<file path="src/rtl/dcs_pkg.sv">
package dcs_pkg;
  localparam int unsigned BYTE_W   = 8;
  localparam int unsigned DISC_LO  = 4;
  localparam int unsigned DISC_N   = 2;
  localparam int unsigned SYNC_DEP = 2;
endpackage

</file>
<file path="src/rtl/dcs_sync.sv">
module dcs_sync #(
  parameter int unsigned W      = 1,
  parameter int unsigned STAGES = 2
) (
  input  logic         clk,
  input  logic         rst_n,
  input  logic [W-1:0] async_i,
  output logic [W-1:0] sync_o
);
  logic [W-1:0] stage_q [STAGES];

  generate
    for (genvar s = 0; s < STAGES; s++) begin : g_stage
      logic [W-1:0] stage_n;
      if (s == 0) begin : g_first
        always_comb stage_n = async_i;
      end else begin : g_rest
        always_comb stage_n = stage_q[s-1];
      end
      always_ff @(posedge clk or negedge rst_n) begin
        if (!rst_n) stage_q[s] <= '0;
        else        stage_q[s] <= stage_n;
      end
    end
  endgenerate

  assign sync_o = stage_q[STAGES-1];
endmodule

</file>
<file path="src/rtl/dcs_frame.sv">
module dcs_frame #(
  parameter int unsigned W = 8
) (
  input  logic         clk,
  input  logic         rst_n,
  input  logic         sclk_s,
  input  logic         cs_s,
  input  logic         di_s,
  input  logic [W-1:0] fault_q,
  output logic         valid_end,
  output logic [W-1:0] rx_byte,
  output logic         do_bit,
  output logic         do_oe
);
  localparam int unsigned CW = (W > 1) ? $clog2(W) : 1;
  localparam logic [CW-1:0] CNT_LAST = CW'(W - 1);

  logic          sclk_q, cs_q;
  logic          armed_q, armed_n;
  logic          active_q, active_n;
  logic [W-1:0]  sr_q, sr_n;
  logic [CW-1:0] cnt_q, cnt_n;
  logic          full_q, full_n;
  logic          start_ok_q, start_ok_n;
  logic          do_q, do_n;

  logic sclk_rise, sclk_fall, cs_rise, cs_fall, frame_start;

  always_comb begin
    sclk_rise   = sclk_s & ~sclk_q;
    sclk_fall   = ~sclk_s & sclk_q;
    cs_rise     = cs_s & ~cs_q;
    cs_fall     = ~cs_s & cs_q;
    frame_start = cs_rise & armed_q;
  end

  always_comb begin
    armed_n    = armed_q | sclk_rise | sclk_fall;
    active_n   = active_q;
    sr_n       = sr_q;
    cnt_n      = cnt_q;
    full_n     = full_q;
    start_ok_n = start_ok_q;
    do_n       = do_q;
    if (frame_start) begin
      active_n   = 1'b1;
      sr_n       = fault_q;
      cnt_n      = '0;
      full_n     = 1'b0;
      start_ok_n = ~sclk_s;
      do_n       = fault_q[W-1];
    end else if (active_q) begin
      if (cs_fall) begin
        active_n = 1'b0;
        do_n     = 1'b0;
      end else begin
        if (sclk_rise) begin
          sr_n  = {sr_q[W-2:0], di_s};
          cnt_n = (cnt_q == CNT_LAST) ? '0 : cnt_q + 1'b1;
          if (cnt_q == CNT_LAST) full_n = 1'b1;
        end
        if (sclk_fall) do_n = sr_q[W-1];
      end
    end
  end

  always_ff @(posedge clk or negedge rst_n) begin
    if (!rst_n) begin
      sclk_q     <= 1'b0;
      cs_q       <= 1'b0;
      armed_q    <= 1'b0;
      active_q   <= 1'b0;
      sr_q       <= '0;
      cnt_q      <= '0;
      full_q     <= 1'b0;
      start_ok_q <= 1'b0;
      do_q       <= 1'b0;
    end else begin
      sclk_q     <= sclk_s;
      cs_q       <= cs_s;
      armed_q    <= armed_n;
      active_q   <= active_n;
      sr_q       <= sr_n;
      cnt_q      <= cnt_n;
      full_q     <= full_n;
      start_ok_q <= start_ok_n;
      do_q       <= do_n;
    end
  end

  assign valid_end = active_q & cs_fall & (cnt_q == '0) & full_q
                   & ~sclk_s & start_ok_q;
  assign rx_byte   = sr_q;
  assign do_bit    = do_q;
  assign do_oe     = active_q;

  p_oe_needs_cs_r1: assert property (@(posedge clk) disable iff (!rst_n)
    do_oe |-> cs_q);
  p_do_moves_on_fall_r4: assert property (@(posedge clk) disable iff (!rst_n)
    (active_q && !sclk_fall && !cs_fall) |=> $stable(do_q));
  p_start_after_arm_r9: assert property (@(posedge clk) disable iff (!rst_n)
    $rose(active_q) |-> armed_q);
endmodule

</file>
<file path="src/rtl/dcs_fault.sv">
module dcs_fault #(
  parameter int unsigned W = 8
) (
  input  logic         clk,
  input  logic         rst_n,
  input  logic [W-1:0] fault_in,
  input  logic         clr,
  output logic [W-1:0] fault_q
);
  logic [W-1:0] fault_n;

  always_comb begin
    if (clr) fault_n = fault_in;
    else     fault_n = fault_q | fault_in;
  end

  always_ff @(posedge clk or negedge rst_n) begin
    if (!rst_n) fault_q <= '0;
    else        fault_q <= fault_n;
  end

  p_fault_sticky_r11: assert property (@(posedge clk) disable iff (!rst_n)
    !clr |=> ((fault_q & $past(fault_q)) == $past(fault_q)));
  p_fault_captured_r11: assert property (@(posedge clk) disable iff (!rst_n)
    (fault_in != '0) |=> ((fault_q & $past(fault_in)) == $past(fault_in)));
endmodule

</file>
<file path="src/rtl/dcs_outs.sv">
module dcs_outs #(
  parameter int unsigned W       = 8,
  parameter int unsigned DISC_LO = 4,
  parameter int unsigned DISC_N  = 2
) (
  input  logic              clk,
  input  logic              rst_n,
  input  logic              load,
  input  logic [W-1:0]      rx_byte,
  input  logic [DISC_N-1:0] disc_s,
  output logic [W-1:0]      drv_en
);
  logic [W-1:0] cmd_q, cmd_n;

  always_comb begin
    if (load) cmd_n = rx_byte;
    else      cmd_n = cmd_q;
  end

  always_ff @(posedge clk or negedge rst_n) begin
    if (!rst_n) cmd_q <= '0;
    else        cmd_q <= cmd_n;
  end

  generate
    for (genvar i = 0; i < W; i++) begin : g_ch
      if (i >= DISC_LO && i < DISC_LO + DISC_N) begin : g_disc
        assign drv_en[i] = cmd_q[i] | disc_s[i - DISC_LO];
      end else begin : g_plain
        assign drv_en[i] = cmd_q[i];
      end
    end
  endgenerate

  p_cmd_hold_r6: assert property (@(posedge clk) disable iff (!rst_n)
    !load |=> $stable(cmd_q));
  p_cmd_load_r5: assert property (@(posedge clk) disable iff (!rst_n)
    load |=> (cmd_q == $past(rx_byte)));
endmodule

</file>
<file path="src/rtl/dchain_spi_slave.sv">
module dchain_spi_slave
  import dcs_pkg::*;
#(
  parameter int unsigned W       = BYTE_W,
  parameter int unsigned D_LO    = DISC_LO,
  parameter int unsigned D_N     = DISC_N,
  parameter int unsigned SYNC_ST = SYNC_DEP
) (
  input  logic           clk,
  input  logic           rst_n,
  input  logic           spi_sclk,
  input  logic           spi_cs,
  input  logic           spi_di,
  output logic           spi_do,
  output logic           spi_do_oe,
  input  logic [W-1:0]   fault_in,
  input  logic [D_N-1:0] disc_en,
  output logic [W-1:0]   drv_en
);
  localparam int unsigned SW = 3 + D_N;

  logic [SW-1:0]  pins_s;
  logic           sclk_s, cs_s, di_s;
  logic [D_N-1:0] disc_s;
  logic [W-1:0]   fault_q, rx_byte;
  logic           valid_end;

  dcs_sync #(.W(SW), .STAGES(SYNC_ST)) u_sync (
    .clk     (clk),
    .rst_n   (rst_n),
    .async_i ({disc_en, spi_di, spi_cs, spi_sclk}),
    .sync_o  (pins_s)
  );

  assign sclk_s = pins_s[0];
  assign cs_s   = pins_s[1];
  assign di_s   = pins_s[2];
  assign disc_s = pins_s[SW-1:3];

  dcs_frame #(.W(W)) u_frame (
    .clk       (clk),
    .rst_n     (rst_n),
    .sclk_s    (sclk_s),
    .cs_s      (cs_s),
    .di_s      (di_s),
    .fault_q   (fault_q),
    .valid_end (valid_end),
    .rx_byte   (rx_byte),
    .do_bit    (spi_do),
    .do_oe     (spi_do_oe)
  );

  dcs_fault #(.W(W)) u_fault (
    .clk      (clk),
    .rst_n    (rst_n),
    .fault_in (fault_in),
    .clr      (valid_end),
    .fault_q  (fault_q)
  );

  dcs_outs #(.W(W), .DISC_LO(D_LO), .DISC_N(D_N)) u_outs (
    .clk     (clk),
    .rst_n   (rst_n),
    .load    (valid_end),
    .rx_byte (rx_byte),
    .disc_s  (disc_s),
    .drv_en  (drv_en)
  );

  p_reset_quiet_r12: assert property (@(posedge clk) disable iff (!rst_n)
    $rose(rst_n) |-> !spi_do_oe);
endmodule

</file>
<file path="config.mk">
export PLATFORM = sky130hd
export DESIGN_NAME = dchain_spi_slave
export DESIGN_NICKNAME = d
export VERILOG_FILES = /design/src/rtl/dcs_pkg.sv /design/src/rtl/dcs_sync.sv /design/src/rtl/dcs_frame.sv /design/src/rtl/dcs_fault.sv /design/src/rtl/dcs_outs.sv /design/src/rtl/dchain_spi_slave.sv
export SDC_FILE = /design/constraint.sdc
export NUM_CORES = 1
export LEC_CHECK = 0
export BUFFER_PORTS_ARGS = -buffer_cell sky130_fd_sc_hd__buf_2
export CORE_MARGIN = 3
export CORE_UTILIZATION = 55
export DETAILED_ROUTE_END_ITERATION = 8
export MAX_ROUTING_LAYER = met4
export PLACE_DENSITY = 0.81
export SLEW_MARGIN = 30
export SYNTH_ARGS = -nofsm -noshare
export SYNTH_HDL_FRONTEND = slang
export SYNTH_SLANG_ARGS = --single-unit
</file>
<file path="constraint.sdc">
create_clock -name clk -period 2.3 [get_ports clk]
set_input_delay 0.115 -clock clk [delete_from_list [all_inputs] [get_ports clk]]
set_output_delay 0.115 -clock clk [all_outputs]
set_load 0.005 [all_outputs]
</file>
# [Word level (Yosys, flattened, before mapping)]
# Cells that the tools add are included.
[word_totals] register_bits=44 output_inout_bits=10 word_cells=65
[op_classes] eq_ne=2 addsub=1 muxes=22 reduce_logical=8 bitwise=19
[ops] operator="$mux 8" n=5
[ops] operator="$mux 3" n=5
[ops] operator="$mux 1" n=12
[ops] operator="$and 1x1->1" n=10
[ops] operator="$or 8x8->8" n=1
[ops] operator="$reduce_bool 2->1" n=3
[ops] operator="$not 1->1" n=4
[ops] operator="$or 1x1->1" n=4
[ops] operator="$reduce_and 4->1" n=1
[ops] operator="$add 3x1->3 const B" n=1
[ops] operator="$eq 3x3->1 const B" n=1
[ops] operator="$logic_not 3->1" n=1
[ops] operator="$reduce_and 3->1" n=1
[ops] operator="$reduce_bool 3->1" n=1
[ops] operator="$ne 2x2->1 const B" n=1
[ops] operator="$reduce_and 2->1" n=1

# [Depth between registers and ports, before layout]
# Gate-level depths: netlist of the first run.
[depth] ltp_word=8 depth_mapped=7 depth_no_buf=5

# [Modules after synthesis]
# Synthesis of the first run repeated with hierarchy kept, for this count alone.
[hier_totals] hier_cells=137 area_unflattened_um2=1774.2
[by_module_without_submodules] module="dcs_frame" seq_area_each_um2=450.4 area_each_um2=870.8 cells_per_inst=85 n_inst=1
[by_module_without_submodules] module="dcs_outs" seq_area_each_um2=200.2 area_each_um2=389.1 cells_per_inst=25 n_inst=1
[by_module_without_submodules] module="dcs_fault" seq_area_each_um2=200.2 area_each_um2=264.0 cells_per_inst=17 n_inst=1
[by_module_without_submodules] module="dcs_sync" seq_area_each_um2=250.2 area_each_um2=250.2 cells_per_inst=10 n_inst=1

# [Worst setup path after synthesis of the first run]
# Ideal clock, no wire load.
[synth_timing] path_type="reg-to-reg" start="reg u_frame.cnt_q[0]" end="reg u_outs.cmd_q[5]" arrival_time_ps=1673 setup_ps=125 path_slack_ps=502 required_ps=2175 stages_incl_launch_ff=8 path_cell_list="dfrtp_1 -> inv_1 -> ha_1 -> nand4_1 -> or4_1 -> buf_6 -> buf_8 -> mux2_4"
[synth_via] elab_chain_len=5
[synth_rtl] element="start: declaration" line_no="dcs_frame.sv:22" text="logic [CW-1:0] cnt_q, cnt_n;"
[synth_rtl] element="start signal: assignment" line_no="dcs_frame.sv:84" text="cnt_q <= cnt_n;"
[synth_rtl] element="$logic_not 3->1" line_no="dcs_frame.sv:91" text="assign valid_end = active_q & cs_fall & (cnt_q == '0) & full_q"
[synth_rtl] element="$and 1x1->1 (2 in a row)" line_no="dcs_frame.sv:91"
[synth_rtl] element="$and 1x1->1 (2 in a row)" line_no="dcs_frame.sv:92" text="& ~sclk_s & start_ok_q;"
[synth_rtl] element="end signal: assignment" line_no="dcs_outs.sv:22" text="else cmd_q <= cmd_n;"
[synth_rtl] element="end: declaration" line_no="dcs_outs.sv:13" text="logic [W-1:0] cmd_q, cmd_n;"
# No other way between the ends.
# A chain may end at the register's enable or synchronous reset.

# [Worst setup path after layout of the first run]
[layout_timing] start="reg u_frame.cnt_q[0]" end="reg u_outs.cmd_q[6]"
# The elaborated chain is that of the path after synthesis.

==> flow_summary.json, run 1 <==
{
  "syn_to_final_growth_pct": 18.77,
  "die_h_um": 62.03,
  "skew_ns": 0.01139,
  "start_util_pct": 60.03,
  "io_pins": 25,
  "final_max_slew_viol_count": 0,
  "ctsHoldBuffers": 14,
  "leakage_nw": 0.9638,
  "period_needed_ns": 1.823,
  "cts_resized": 0,
  "cts-root-buf": "clkbuf_4",
  "slew_headroom_pct": 65.22,
  "holdWs_ns": 0.2572,
  "worstSetupPathType": "reg -> reg",
  "route.detailed.wl_per_inst_um": 13.50,
  "numCtsBuffers": 5,
  "antenna_found_initial": 0,
  "grt.total_usage_pct": 19.24,
  "ys_types": 28,
  "die_area_um2": 3848,
  "hold_violations": 0,
  "yosys_warnings": 0,
  "drt_iter0_markers": 19,
  "p_clk_share_pct": 30.7,
  "final_util_pct": 71.29,
  "clkLatencyLatePin_ns": 0.36,
  "post_cts_buffers": 0,
  "cts_buffer_depth": 2,
  "drc": 0,
  "numPortBuffers": 24,
  "most-common-layout-cells": "44 x dfrtp_1, 23 x buf_2, 20 x nand2_1",
  "routed-via-count": 1168,
  "yosysSeqAreaShare_pct": 63.77,
  "drive_gt1_share_pct": 26.40,
  "post-route-period-util_pct": 79.26,
  "dp.cells": 198,
  "avgSynthCellArea_um2": 12.07,
  "place_hpwl_um": 1981,
  "vias_per_cell": 5.309,
  "startpoint_type": "flop",
  "fmax_mhz": 548.5,
  "critPathRequiredTime_ns": 2.57,
  "end_kind": "flop",
  "fin_cells": 220,
  "peakVddDrop_uv": 692.9,
  "finalSetupViolCount": 0,
  "core_area_um2": 2877,
  "status": "complete, no violations",
  "comb_power_share_pct": 12.6,
  "drt-total-wl_um": 2970,
  "die_width_um": 62.03,
  "dr.pass1.iters": 4,
  "ys_ff_latch": 44,
  "pwr-share-seq_pct": 56.7,
  "hp-class": "in -> async",
  "ant_nets": 0,
  "crit_path_max_fanout": 16,
  "p_int_mw": 1.175,
  "grt_pass1_vias": 1101,
  "power_density_nw_per_um2": 778.7,
  "r2r_slack_ns": 0.48,
  "place_congestion": 0.7931,
  "clk_pin_slew_ns": 0.13,
  "synth_nets": 161,
  "fin_nets": 195,
  "row_count": 19,
  "cap_violations": 0,
  "tightest_slew_ns": 0.5217,
  "overflow": 0,
  "swShare_pct": 26.44,
  "arrival_ns": 2.09,
  "cts_tree": "built",
  "synthCells": 143,
  "netlist_area_um2": 1727,
  "tns_ns": 0,
  "p_switching_mw": 0.4223,
  "mostFrequentLayoutCell": "dfrtp_1",
  "cts_htree_levels": 2,
  "rsz0062_at_grt": "false",
  "cts.sinks": 44,
  "grt_pass1_wl_um": 4988,
  "grt_max_degree": 45,
  "diodes": 0
}
-- metrics by stage --
stage	setup WS, ns	instance area (um^2)	power [mW]
after floorplan	0.5020	1727	1.021
after global placement	0.5510	1824	1.077
after detailed placement	0.4868	1824	1.104
after CTS	0.4829	2048	1.612
after global routing	0.3547	2051	1.689
final	0.4770	2051	1.597
-- layer usage --
| metal | share of wire, % | vias to the layer above | GRT usage [%] | wire length (um) |
|---|---|---|---|---|
| met2 | 49 | 27 | 28.99 | 1460 |
| met3 | 4.5 | 4 | 6.818 | 133 |
| met5 | 0 | - | - | 0 |
| met1 | 45 | 583 | 23.43 | 1335 |
| li1 | - | 554 | - | - |
| met4 | 1.3 | 0 | 8.182 | 40 |
-- area by class of cell --
| class | instances | area [um^2] |
|---|---|---|
| Timing Repair Buffer | 40 | 277.8 |
| Clock inverter | 3 | 46.29 |
| Fill cell | 223 | 825.8 |
| Tap cell | 42 | 52.55 |
| Inverter | 3 | 11.26 |
| Multi-Input combinational cell | 83 | 524.3 |
| Clock buffer | 5 | 37.54 |
| Sequential cell | 44 | 1101 |
-- worst max-delay path: stages (launching register included) --
cell and delay, ns:
dfrtp_1 0.42, inv_1 0.08, ha_1 0.15, nand4_1 0.08
or4_1 0.47, buf_4 0.22, mux2_4 0.31
-- cells by family (layout without fill, tap and decap cells) --
logic type               Yosys count  after routing  synth area share, %
AO/OA/AOI/OAI                     27             27                10.44
adder cells (fa/ha/maj)            3              3                2.174
buffers and inverters             16             51                5.869
flip-flops                        44             44                63.77
multiplexers                       8              8                5.652
AND/OR/NAND/NOR                   45             45                12.10
-- registers in the layout, summed over array words and instances, names as in the netlist --
register	count
u_frame.start_ok_q	1
u_sync.sync_o	5
u_frame.do_oe	1
u_frame.sclk_q	1
u_frame.armed_q	1
u_sync.g_stage.stage_n	5
u_frame.cs_q	1
u_outs.cmd_q	8
u_frame.cnt_q	3
u_frame.rx_byte	8
u_fault.fault_q	8
u_frame.full_q	1
u_frame.do_bit	1
-- path summary, 6_finish.rpt --
| path | start | to | cells past startpoint |
|---|---|---|---|
| max | u_frame.cnt_q[0] | u_outs.cmd_q[6] | 6 |
| min | rst_n | u_fault.fault_q[1] | 2 |
| max reg2reg | u_frame.cnt_q[0] | u_outs.cmd_q[6] | 6 |
| min reg2reg | u_sync.g_stage[1].stage_n[1] | u_sync.sync_o[1] | 0 |
| max in group asynchronous | rst_n | u_frame.cs_q | 2 |
| min in group clk | u_sync.g_stage[1].stage_n[1] | u_sync.sync_o[1] | 0 |
-- synthesized netlist by cell type --
library cell   n  area share, %
mux2_4         2            1.7
a32oi_1        1           0.51
nand2b_1       1           0.36
and3b_1        1           0.51
a31o_2         2            1.0
or2_2          3            1.1
nand2_1       20            4.3
o21ai_0        6            1.7
buf_8          1           0.87
clkbuf_1       5            1.1
buf_4          6            2.6
mux2_2         6            3.9
nor3_1         1           0.29
nand4_1        1           0.36
nand3b_1       1           0.43
nor2b_1        3            1.1
a31oi_1        8            2.9
a21oi_1        1           0.29
nor2_1         9            2.0
inv_1          3           0.65
dfrtp_1       44             64
a21o_1         8            3.5
or4_1          1           0.43
or3_1          1           0.36
ha_1           3            2.2
a41oi_1        1           0.51
nand3_1        3           0.87
buf_6          1           0.65
-- power by group through the flow --
stage / Combinational (mW) / Sequential (mW) / Clock (mW)
floorplan: 0.118 / 0.903 / 0
detailed placement: 0.182 / 0.922 / 0
finish: 0.202 / 0.906 / 0.490
global placement: 0.164 / 0.914 / 0
CTS: 0.205 / 0.906 / 0.501
global route: 0.235 / 0.921 / 0.533
Note: power is estimated with default switching activity, not from simulation.
==> run 2: changes to the inputs <==
--- a/config.mk
+++ b/config.mk
@@ -5,12 +5,13 @@
 export SDC_FILE = /design/constraint.sdc
 export NUM_CORES = 1
 export LEC_CHECK = 0
+export ABC_AREA = 1
 export BUFFER_PORTS_ARGS = -buffer_cell sky130_fd_sc_hd__buf_2
 export CORE_MARGIN = 3
-export CORE_UTILIZATION = 55
+export CORE_UTILIZATION = 56
 export DETAILED_ROUTE_END_ITERATION = 8
 export MAX_ROUTING_LAYER = met4
-export PLACE_DENSITY = 0.81
+export PLACE_DENSITY = 0.82
 export SLEW_MARGIN = 30
 export SYNTH_ARGS = -nofsm -noshare
 export SYNTH_HDL_FRONTEND = slang
==> constraint.sdc (replaced) <==
create_clock -name clk -period 1.9 [get_ports clk]
set_input_delay 0.095 -clock clk [delete_from_list [all_inputs] [get_ports clk]]
set_output_delay 0.095 -clock clk [all_outputs]
set_load 0.005 [all_outputs]
==> run 2 against run 1 <==
  * Sequential cell count did not move
  * Sequential share of layout area fell by 3.6 points
  * Clock skew barely moved
==> flow_summary.json, run 2 <==
{
  "rr_startpoint": "u_frame.cs_q",
  "route.detailed.wl_per_inst_um": 11.65,
  "yosys-top-cells-count": "47 x nand2_1, 44 x dfrtp_1, 17 x inv_1",
  "cap_violations": 0,
  "hold_violations": 0,
  "p_switching_mw": 0.6342,
  "swShare_pct": 30.31,
  "tns_ns": 0,
  "hp-class": "in -> async",
  "worstSetupPathType": "reg -> reg",
  "place_congestion": 0.8634,
  "regToRegEndpoint": "u_frame.rx_byte[0]",
  "skew_ns": 0.01109,
  "design_area_um2": 2200,
  "async_flop_share_pct": 100.0,
  "period_needed_ns": 1.490,
  "place_area_um2": 1997,
  "cts-root-buf": "clkbuf_4",
  "top_layer": "met4",
  "place_hpwl_um": 2070,
  "drt-total-wl_um": 3157,
  "row_count": 20,
  "cts_resized": 0,
  "pwr-share-seq_pct": 56.9,
  "synth.most_common_cell": "nand2_1",
  "final_max_slew_viol_count": 0,
  "dpl_worst_slack_ns": 0.4315,
  "clkLatencyLatePin_ns": 0.35,
  "diodes": 0,
  "dr.pass1.iters": 4,
  "r2r_slack_ns": 0.41,
  "tightest_slew_ns": 0.5303,
  "post_cts_buffers": 0,
  "reg2reg_depth": 6,
  "die_area_um2": 4097,
  "drc": 0,
  "status": "complete, no violations",
  "grt_max_degree": 45,
  "core_area_um2": 3128,
  "drt-met1-wl_um": 1359,
  "synth_edf_count": 0,
  "mostFrequentLayoutCell": "nand2_1",
  "startpoint_type": "flop",
  "cts.sinks": 44,
  "numPortBuffers": 24,
  "arrival_ns": 1.74,
  "vias_per_cell": 4.952,
  "grt_pass1_vias": 1389,
  "comb_power_share_pct": 20.5,
  "leakage_nw": 1.159,
  "ant_nets": 0,
  "ys_ff_latch": 44,
  "avgSynthCellArea_um2": 9.970,
  "multi_input_area_um2": 638.1,
  "syn_to_final_growth_pct": 16.73,
  "numCtsBuffers": 5,
  "most-common-layout-cells": "47 x nand2_1, 44 x dfrtp_1, 24 x buf_2",
  "io_pins": 25,
  "crit_path_max_fanout": 27,
  "ctsHoldBuffers": 14,
  "slew_headroom_pct": 64.65,
  "synthCells": 189,
  "netlist_area_um2": 1884,
  "fmax_mhz": 671.1,
  "met3_length_um": 147,
  "p_clk_share_pct": 22.6,
  "routed-via-count": 1342,
  "synth_nets": 207,
  "cts_buffer_depth": 2,
  "yosysSeqAreaShare_pct": 58.43,
  "die_h_um": 64.01,
  "fin_nets": 244,
  "yosysTopAreaCell": "dfrtp_1",
  "p_int_mw": 1.458,
  "fin_cells": 271,
  "drt_iter0_markers": 51,
  "setup_ws_ns": 0.4098,
  "register_area_um2": 1101,
  "power_density_nw_per_um2": 951.2,
  "synth_top_cell_area_share_pct": 58.43,
  "grt_pass1_wl_um": 5968,
  "post-route-period-util_pct": 78.43,
  "die_width_um": 64.01,
  "rsz0062_at_grt": "false",
  "end_kind": "flop",
  "overflow": 0,
  "grt.total_usage_pct": 19.35,
  "total_power_mw": 2.092,
  "start_util_pct": 60.24,
  "nFillCells": 246,
  "cts_htree_levels": 2,
  "drive_gt1_share_pct": 23.79,
  "synth_area_leaders": "dfrtp_1 58%, nand2_1 9.4%, nand3_1 3.5%",
  "clk_pin_slew_ns": 0.12,
  "dp.cells": 249,
  "peakVddDrop_uv": 669.2,
  "synth-main-ff-cell": "dfrtp_1",
  "yosys_warnings": 0,
  "ys_types": 22,
  "finalSetupViolCount": 0,
  "critPathRequiredTime_ns": 2.15,
  "cts_tree": "built",
  "met2_length_um": 1602,
  "antenna_found_initial": 0
}
[run 2: cell count changes after synthesis, sizes merged, moves of 2 or more]
cell	delta
a21oi	+6
a31o	-2
a31oi	-8
buf	+2
clkbuf	-5
inv	+15
mux2	-8
nand2	+32
nand3	+11
nor2	+7
nor2b	-3
o21ai	+6
[run 2: worst max-delay path, stage by stage (launching register included)]
cell and delay [ns]:
dfrtp_1 0.43, inv_1 0.12, nand3_4 0.25, nand2_4 0.24
nand2_4 0.15, nor2_1 0.15, nor2_1 0.05
[run 2: routing by layer]
metal	vias to the layer above	GRT usage, %
li1	667	-
met4	0	8.356
met2	29	31.48
met3	6	4.569
met1	640	23.00
met5	-	-
[run 2: cell families (layout without fill, tap and decap cells)]
logic type,Yosys count,in the layout,synth area share [%]
compound gates,27,27,9.229
fa+ha+maj,3,3,1.992
buf+inv,28,66,7.702
flops,44,44,58.43
simple gates,87,87,22.64
[run 2: layout make-up]
type | count | area share, %
Inverter | 18 | 3.072
Clock inverter | 1 | 0.3413
Clock buffer | 7 | 2.503
Sequential cell | 44 | 50.06
Timing Repair Buffer | 40 | 12.51
Multi-Input combinational cell | 117 | 29.01
Tap cell | 44 | 2.503
[run 2: worst max path at each step]
stage | from | end | cells after the start
after detailed placement | u_frame.cs_q | u_frame.rx_byte[0] | 6
final | u_frame.cs_q | u_frame.rx_byte[0] | 6
after CTS | u_frame.cs_q | u_frame.rx_byte[0] | 6
after global placement | u_frame.cs_q | u_frame.rx_byte[3] | 6
after floorplan | u_frame.cnt_q[0] | u_fault.fault_q[5] | 7
after global routing | u_frame.cs_q | u_frame.rx_byte[1] | 6
[run 2: power by group through the flow]
stage	combinational (mW)	clock [mW]	sequential (mW)
global route	0.513	0.523	1.21
finish	0.430	0.472	1.19
floorplan	0.332	0	1.18
detailed placement	0.412	0	1.21
global placement	0.403	0	1.21
CTS	0.437	0.488	1.19
[run 2: stage by stage]
step / util [%] / hold WS, ns
after floorplan: - / -0.2006
after global placement: 63.84 / 0.1999
after detailed placement: 63.84 / 0.2014
after CTS: 70.32 / 0.3431
after global routing: 70.32 / 0.3654
final: 70.32 / 0.3235
